### src/rtl/ccd_map_pkg.sv
package ccd_map_pkg;
    localparam int NSIG      = 6;
    localparam int IDX_ADC   = 0;
    localparam int IDX_PIX   = 1;
    localparam int IDX_CLAMP = 2;
    localparam int IDX_CAL   = 3;
    localparam int IDX_SPIX  = 4;
    localparam int IDX_SBLK  = 5;

    typedef struct packed {
        logic bias_always;
        logic cal_only;
        logic cal_first;
        logic rr_clocked;
        logic vsr_en;
    } role_mode_t;

    typedef struct packed {
        logic bias_en;
        logic ob_flag;
        logic vsr_win;
        logic rr_sw;
    } strobes_t;

    // widen two codes by one bit and add them
    function automatic logic [3:0] sum_codes(input logic [2:0] a, input logic [2:0] b);
        return {1'b0, a} + {1'b0, b};
    endfunction
endpackage

### src/rtl/ccd_in_sync.sv
module ccd_in_sync #(
    parameter int N        = 6,
    parameter int RISE_IDX = 4,
    parameter int FALL_IDX = 5
) (
    input  logic         clk,
    input  logic         rst,
    input  logic [N-1:0] raw,
    input  logic [N-1:0] pol,
    output logic [N-1:0] lvl,
    output logic         rise_ev,
    output logic         fall_ev
);
    logic [N-1:0] meta_q;
    logic [N-1:0] sync_q;
    logic         rise_prev;
    logic         fall_prev;

    for (genvar i = 0; i < N; i++) begin : g_bit
        // reset to the inactive raw level so no edge appears out of reset
        always_ff @(posedge clk) begin
            if (rst) begin
                meta_q[i] <= ~pol[i];
                sync_q[i] <= ~pol[i];
            end else begin
                meta_q[i] <= raw[i];
                sync_q[i] <= meta_q[i];
            end
        end
        assign lvl[i] = sync_q[i] ^ ~pol[i];
    end

    always_ff @(posedge clk) begin
        if (rst) begin
            rise_prev <= 1'b0;
            fall_prev <= 1'b0;
        end else begin
            rise_prev <= lvl[RISE_IDX];
            fall_prev <= lvl[FALL_IDX];
        end
    end

    assign rise_ev = lvl[RISE_IDX] & ~rise_prev;
    assign fall_ev = ~lvl[FALL_IDX] & fall_prev;
endmodule

### src/rtl/ccd_role_mux.sv
module ccd_role_mux
    import ccd_map_pkg::*;
(
    input  role_mode_t mode,
    input  logic       clamp_a,
    input  logic       cal_a,
    input  logic       pix_a,
    output strobes_t   strb
);
    logic restore_src;
    logic reject_qual;

    always_comb begin
        restore_src = mode.cal_only ? cal_a : clamp_a;
        // clamp is the qualifier once calibration owns restore;
        // otherwise the pulse that closes the line frames the window
        if (mode.cal_only)
            reject_qual = clamp_a;
        else
            reject_qual = mode.cal_first ? clamp_a : cal_a;

        strb.bias_en = mode.bias_always | restore_src;
        strb.ob_flag = cal_a;
        strb.vsr_win = mode.vsr_en & reject_qual;
        strb.rr_sw   = mode.rr_clocked ? pix_a : 1'b1;
    end
endmodule

### src/rtl/ccd_delay_pulse.sv
module ccd_delay_pulse #(
    parameter int CW = 4
) (
    input  logic          clk,
    input  logic          rst,
    input  logic          trig,
    input  logic [CW-1:0] dly,
    output logic          pulse
);
    logic [CW-1:0] cnt_q;
    logic          busy_q;
    logic          pulse_q;

    always_ff @(posedge clk) begin
        if (rst) begin
            cnt_q   <= '0;
            busy_q  <= 1'b0;
            pulse_q <= 1'b0;
        end else begin
            pulse_q <= 1'b0;
            if (trig) begin
                // a fresh trigger always wins over a pending count
                if (dly == '0) begin
                    pulse_q <= 1'b1;
                    busy_q  <= 1'b0;
                end else begin
                    cnt_q  <= dly;
                    busy_q <= 1'b1;
                end
            end else if (busy_q) begin
                cnt_q <= cnt_q - 1'b1;
                if (cnt_q == CW'(1)) begin
                    pulse_q <= 1'b1;
                    busy_q  <= 1'b0;
                end
            end
        end
    end

    assign pulse = pulse_q;
endmodule

### src/rtl/ccd_strobe_map.sv
module ccd_strobe_map
    import ccd_map_pkg::*;
#(
    parameter int CODE_W = 3,
    localparam int SUM_W = CODE_W + 1
) (
    input  logic              clk,
    input  logic              rst,
    input  logic [NSIG-1:0]   raw_in,
    input  logic [NSIG-1:0]   pol_cfg,
    input  logic              bias_always,
    input  logic              cal_only,
    input  logic              cal_first,
    input  logic              spix_ref,
    input  logic              rr_clocked,
    input  logic              vsr_en,
    input  logic [CODE_W-1:0] dly_p1_trail,
    input  logic [CODE_W-1:0] dly_spix,
    input  logic [CODE_W-1:0] dly_p2_lead,
    output logic [NSIG-1:0]   sig_norm,
    output logic              bias_en,
    output logic              ob_flag,
    output logic              vsr_win,
    output logic              rr_sw,
    output logic              p2_start
);
    logic [NSIG-1:0] lvl;
    logic            spix_rise;
    logic            sblk_fall;
    role_mode_t      mode;
    strobes_t        strb;
    logic            p2_trig;
    logic [SUM_W-1:0] p2_dly;

    ccd_in_sync #(
        .N       (NSIG),
        .RISE_IDX(IDX_SPIX),
        .FALL_IDX(IDX_SBLK)
    ) u_sync (
        .clk    (clk),
        .rst    (rst),
        .raw    (raw_in),
        .pol    (pol_cfg),
        .lvl    (lvl),
        .rise_ev(spix_rise),
        .fall_ev(sblk_fall)
    );

    assign mode = '{bias_always: bias_always, cal_only: cal_only,
                    cal_first: cal_first, rr_clocked: rr_clocked,
                    vsr_en: vsr_en};

    ccd_role_mux u_roles (
        .mode   (mode),
        .clamp_a(lvl[IDX_CLAMP]),
        .cal_a  (lvl[IDX_CAL]),
        .pix_a  (lvl[IDX_PIX]),
        .strb   (strb)
    );

    // trigger source and delay chain are chosen together
    always_comb begin
        if (spix_ref) begin
            p2_trig = spix_rise;
            p2_dly  = {1'b0, dly_p2_lead};
        end else begin
            p2_trig = sblk_fall;
            p2_dly  = sum_codes(dly_p1_trail, dly_spix);
        end
    end

    ccd_delay_pulse #(.CW(SUM_W)) u_p2 (
        .clk  (clk),
        .rst  (rst),
        .trig (p2_trig),
        .dly  (p2_dly),
        .pulse(p2_start)
    );

    assign sig_norm = lvl;
    assign bias_en  = strb.bias_en;
    assign ob_flag  = strb.ob_flag;
    assign vsr_win  = strb.vsr_win;
    assign rr_sw    = strb.rr_sw;
endmodule

### config.mk
export PLATFORM = sky130hd
export DESIGN_NAME = ccd_strobe_map
export DESIGN_NICKNAME = d
export VERILOG_FILES = /design/src/rtl/ccd_map_pkg.sv /design/src/rtl/ccd_in_sync.sv /design/src/rtl/ccd_role_mux.sv /design/src/rtl/ccd_delay_pulse.sv /design/src/rtl/ccd_strobe_map.sv
export SDC_FILE = /design/constraint.sdc
export NUM_CORES = 1
export LEC_CHECK = 0
export ABC_AREA = 1
export BUFFER_PORTS_ARGS = -buffer_cell sky130_fd_sc_hd__buf_4
export CORE_MARGIN = 2
export CORE_UTILIZATION = 52
export DETAILED_ROUTE_END_ITERATION = 8
export GPL_TIMING_DRIVEN = 1
export HOLD_SLACK_MARGIN = 0.1
export PLACE_DENSITY = 0.89
export SLEW_MARGIN = 15
export SYNTH_ARGS = -nofsm -noshare
export SYNTH_HDL_FRONTEND = slang
export SYNTH_SLANG_ARGS = --single-unit
export TNS_END_PERCENT = 50
### constraint.sdc
create_clock -name clk -period 2.4 [get_ports clk]
set_input_delay 0.24 -clock clk [delete_from_list [all_inputs] [get_ports clk]]
set_output_delay 0.24 -clock clk [all_outputs]
set_load 0.02 [all_outputs]
==> results of run 1 <==
routing by layer:
layer | up-vias | part of all wire | track usage
li1 | 589 | - | -
met1 | 536 | 0.40 | 0.238
met2 | 25 | 0.56 | 0.439
met3 | 2 | 0.038 | 0.0351
met4 | 0 | 0.0061 | 0.0811
met5 | - | 0 | 0
worst max-delay path, cell delays in order:
cell	delay, ns
buf_4	0.11
ha_1	0.20
inv_1	0.07
fa_1	0.40
o21ai_0	0.27
nor2_1	0.11
nand3_2	0.11
nand2_4	0.09
a21oi_1	0.14
nor2_1	0.06
state kept, by name, summed over array words and instances, names as in the netlist:
| signal | count |
|---|---|
| u_sync.meta_q | 6 |
| u_sync.sync_q | 6 |
| u_p2.cnt_q | 4 |
| u_p2.busy_q | 1 |
| u_p2.pulse | 1 |
| u_sync.fall_prev | 1 |
| u_sync.rise_prev | 1 |
synthesized netlist by cell type, types with 3 or more instances:
library cell and instances:
o21ai_0 3, buf_4 3, a21oi_1 7, nand3_1 12, inv_2 3, nand2_1 61
inv_1 19, nor2_1 11, or2_1 5, dfxtp_1 20, ha_1 5
final cells by class:
class | instances | area (um2)
clock inverters | 1 | 30.0
multi-input cells | 120 | 638
repair buffers | 39 | 293
clock buffers | 3 | 22.5
well taps | 28 | 35.0
fillers | 190 | 647
inverters | 22 | 82.6
flip-flops and latches | 20 | 400
path summary, 6_finish.rpt:
| check | slack (ns) | end | startpoint |
|---|---|---|---|
| setup / recovery | 0.80 | u_p2.cnt_q[1] | dly_p1_trail[0] |
| hold / removal | 0.12 | u_sync.meta_q[2] | raw_in[2] |
| setup reg to reg | 1.11 | u_p2.cnt_q[1] | u_sync.sync_q[5] |
| hold reg to reg | 0.44 | u_sync.sync_q[5] | u_sync.meta_q[5] |
power breakdown:
group	internal, mW	total, mW	switching, mW
clock network	0.169	0.274	0.105
registers	0.367	0.385	0.0178
logic	0.133	0.308	0.174
total	0.669	0.966	0.297
kinds of logic after synthesis:
logic type | synth area share
AOI/OAI and AO/OA | 0.0478
xor gates and xnor gates | 0.0304
adders and majority gates | 0.0717
buffers and inverters | 0.0978
DFF | 0.348
and+or+nand+nor | 0.404
==> metrics.md, run 1 <==
| Metric | Value |
|---|---|
| Final worst setup slack | `between 0.8 and 0.9 ns` |
| Hold Fails Final Rpt | `0` |
| Syn Inst Count | `~170` |
| Placement-stage cell area | `approximately 0.0014 mm2` |
| Yosys synthesis warning count | `0` |
| Most frequent cells in the layout | `nand2_1 (61), buf_4 (39), dfxtp_1 (20)` |
| Gpl congestion | `0.788` |
| Synth top area share | `0.348` |
| CP arrival | `1.80 ns` |
| Pleak | `~0.84 nW` |
| # DRC | `0` |
| Clock latency on the worst-skew pair | `0.30 ns` |
| Remaining global-route overflow | `0` |
| Netlist Area Pre-Place | `0.00115 mm2` |
| R2R cell count | `7` |
| Fraction of layout cells with a size suffix above 1 | `0.259` |
| CTS root buf | `clkbuf_4` |
| Most common cell after layout, fill and taps aside | `nand2_1` |
| Die height | `approximately 50 um` |
| Number of max-cap violations | `0` |
| Crit-path max FO | `10` |
| CP Class | `in -> reg` |
| Pre-antenna DRT Iters | `4` |
| Hold Crit Class | `in -> reg` |
| Max Slew Vio Count | `0` |
| Post-placement setup slack | `0.501 ns` |
| Starting Density | `0.536` |
| Synth-to-Final Area Change | `30.4%` |
| Fin crit share | `0.666` |
| Synth Register Bits | `20` |
| Placed Cells | `about 230` |
| Status | `finished, final reports clean` |
| Drt total wl | `2600 um` |
| CTS H-Tree Depth | `1` |
| Setup TNS | `0 ns` |
| Min Clock Period, post-route | `between 1.5 and 2 ns` |
| Syn Nets | `202` |
| Ys async rst share | `0` |
| DIE WIDTH | `between 50 and 60 um` |
| Rel. slew slack | `0.786` |
| Total power draw | `approximately 970 uW` |
| Hold_buf cts | `0` |
| DR vias/cell | `~5` |
| Worst-Margin Slew | `roughly 0.32 ns` |
| Non-filler cells, final | `233` |
| Total clock sinks | `20` |
| Ports | `40` |
| Final nets | `between 200 and 250` |
| DP HPWL | `between 2000 and 2500 um` |
| Vias in the first global route | `1,076` |
| Hold slack final | `roughly 0.12 ns` |
| Post-synthesis sequential area ratio | `0.348` |
| Area contributors post-synth | `dfxtp_1 (35%), nand2_1 (20%), inv_1 (6.2%)` |
| ANT nets after route | `0` |
| Diodes inserted | `0` |
| Startpoint class of the critical path | `input pin` |
| Clk buf depth | `2` |
| Post-synth EDFFs | `0` |
| Fin area | `0.00150 mm2` |
| Synth Area per Inst | `approximately 6.9 um2` |
| First DRT Iteration DRCs | `21` |
| Endpoints failing setup | `0` |
| CTS tree | `built` |
| Worst IR Drop VDD | `roughly 0.00052 V` |
| First-pass GRT wire length | `roughly 4400 um` |
| Power density cells | `between 600 and 700 mW/mm2` |
| Unrepaired setup endpoints after global routing | `false` |
| PortBufs | `39` |
| Num CTS Buffers | `3` |
| Antenna violations before repair | `0` |
| Rows | `17` |
| Synth Flop Type | `dfxtp_1` |
| # resized after CTS | `0` |
| Distinct cells, synth | `24` |
| Hold path depth | `3` |
| Final Util | `0.699` |
| Area leader, netlist | `dfxtp_1` |
| Clk_skew | `0.00215 ns` |
| Via Count | `between 1,000 and 1,500` |
| CP Data Required Time | `2.61 ns` |
| Setup crit end kind | `flop` |
| Die ar. | `between 0.002 and 0.003 mm2` |
| Total GRT Usage | `0.225` |
| Clock transition at the registers of the reported paths | `between 0.1 and 0.15 ns` |
| Largest net degree at the start of global routing | `22` |
| Core Box Area | `between 0.002 and 0.0025 mm2` |
| Post-CTS setup buffers | `0` |
| Max Fclk | `626 MHz` |
| DR WL/cell | `between 10 and 15 um` |
No activity file was read; power rests on OpenSTA's default activity.
==> run 2: changes to the inputs <==
- CORE_UTILIZATION: 52 -> 49
- PLACE_DENSITY: 0.89 -> 0.85
- clock period: 2.4 -> 1.5 ns (I/O delays scaled with it)
==> metrics.md, run 2 (synthesized netlist as in run 1, its figures left out) <==
| Metric | Value |
|---|---|
| Clock transition at the registers of the reported paths | `around 0.1 ns` |
| Clk_skew | `0.00402 ns` |
| Crit path top cell by count | `nand2_1` |
| Layout fillers | `180` |
| Endpoints failing setup | `0` |
| CTS H-Tree Depth | `1` |
| Number of max-cap violations | `0` |
| CTS root buf | `clkbuf_4` |
| Drt total wl | `around 2500 um` |
| Num CTS Buffers | `3` |
| R2R cell count | `7` |
| Rows | `17` |
| Final nets | `between 200 and 250` |
| Synth-to-Final Area Change | `35.2%` |
| DR WL/cell | `10.4 um` |
| Remaining global-route overflow | `0` |
| Fin crit share | `0.920` |
| PortBufs | `39` |
| First DRT Iteration DRCs | `7` |
| Pleak | `between 0.8 and 0.9 nW` |
| DP HPWL | `1980 um` |
| Power density cells | `between 800 and 900 mW/mm2` |
| Gpl congestion | `approximately 0.86` |
| CP arrival | `1.23 ns` |
| Rel. slew slack | `0.791` |
| Hold path depth | `3` |
| Total clock sinks | `20` |
| First-pass GRT wire length | `roughly 4300 um` |
| Cells along the critical path | `xor2_1, nand2_1, o21ai_0, nand2_1, buf_4` |
| Die height | `~52 um` |
| Total GRT Usage | `0.206` |
| ANT nets after route | `0` |
| DR vias/cell | `approximately 4.9` |
| Clock latency on the worst-skew pair | `0.29 ns` |
| Clk buf depth | `2` |
| Most common cell after layout, fill and taps aside | `nand2_1` |
| Min Clock Period, post-route | `around 1.4 ns` |
| DIE WIDTH | `52.5 um` |
| Status | `finished, final reports clean` |
| Hold Crit Class | `in -> reg` |
| CP Data Required Time | `~1.4 ns` |
| # DRC | `0` |
| Diodes inserted | `0` |
| Worst-Margin Slew | `between 0.3 and 0.4 ns` |
| Antenna violations before repair | `0` |
| Pre-antenna DRT Iters | `4` |
| Biggest regs | `u_sync.meta_q (6), u_sync.sync_q (6), u_p2.cnt_q (4)` |
| Crit-path slowest cell | `dfxtp_1` |
| Crit-path max FO | `3` |
| Core Box Area | `approximately 0.0022 mm2` |
| Largest net degree at the start of global routing | `22` |
| Fraction of layout cells with a size suffix above 1 | `0.255` |
| Max Fclk | `725 MHz` |
| Via Count | `around 1,200` |
| Vias in the first global route | `approximately 1,100` |
| Placement-stage cell area | `0.00146 mm2` |
| Max Slew Vio Count | `0` |
| Setup crit end kind | `output pin` |
| Die ar. | `around 0.0028 mm2` |
| Max stage delay on crit path | `0.34 ns` |
| Starting Density | `0.520` |
| CTS tree | `built` |
| Setup TNS | `0 ns` |
| Worst IR Drop VDD | `0.000880 V` |
| Fin area | `0.00156 mm2` |
| Most frequent cells in the layout | `nand2_1 (61), buf_4 (40), dfxtp_1 (20)` |
| Post-CTS setup buffers | `0` |
| Footprint of the multi-input gates | `646 um2` |
| Ports | `40` |
| Startpoint class of the critical path | `flop` |
| CP Class | `reg -> out` |
| Hold Fails Final Rpt | `0` |
| Sequential Area | `between 400 and 500 um2` |
[run 2: through the flow]
stage	utilization	setup WS [ns]	hold WS, ns	cells	power [mW]
floorplan	-	0.0131	0.219	167	0.950
global placement	0.658	-0.149	0.347	230	1.09
detailed placement	0.658	-0.244	0.353	230	1.11
CTS	0.700	0.0640	0.129	240	1.36
global route	0.704	-0.0356	0.144	240	1.46
finish	0.704	0.120	0.134	240	1.36
[run 2: per-layer routing]
layer | share of wire | vias up | wire, um | GRT usage
met5 | 0 | - | 0 | 0
met4 | 0.012 | 0 | 30 | 0.0598
met3 | 0.037 | 4 | 94 | 0.0543
met2 | 0.57 | 26 | 1420 | 0.390
met1 | 0.38 | 532 | 965 | 0.219
li1 | - | 603 | - | -
[run 2: report_power, final]
| part | internal (mW) | switching (mW) |
|---|---|---|
| logic | 0.232 | 0.275 |
| registers | 0.587 | 0.0278 |
| clock network | 0.0933 | 0.145 |
| total | 0.912 | 0.448 |
[run 2: worst paths after layout]
check,to,start,slack (ns)
setup / recovery,bias_en,u_sync.sync_q[3],0.12
hold / removal,u_sync.sync_q[3],pol_cfg[3],0.13
setup reg to reg,u_p2.cnt_q[0],u_sync.sync_q[5],0.21
hold reg to reg,u_sync.sync_q[1],u_sync.meta_q[1],0.43
[run 2: repair_timing]
action | 4_1_cts | 5_1_grt
hold buffers | 7 | 0
hold endpoints to repair | 9 | 0
gates resized for setup | 0 | 2
setup endpoints to repair | 0 | 5
[run 2: final cells by class]
cell class,instances,share of cell area
timing repair buffer,47,0.238
sequential,20,0.257
tap,28,0.0225
clock buffer,3,0.0145
multi-input combinational,120,0.415
inverter,22,0.0531
[run 2: worst max-delay path: cells and delay by family (launching register included)]
family,cells,cell delay [ns]
compound gates,1,0.08
simple gates,2,0.14
flops,1,0.34
buf+inv,1,0.16
xor+xnor,1,0.23
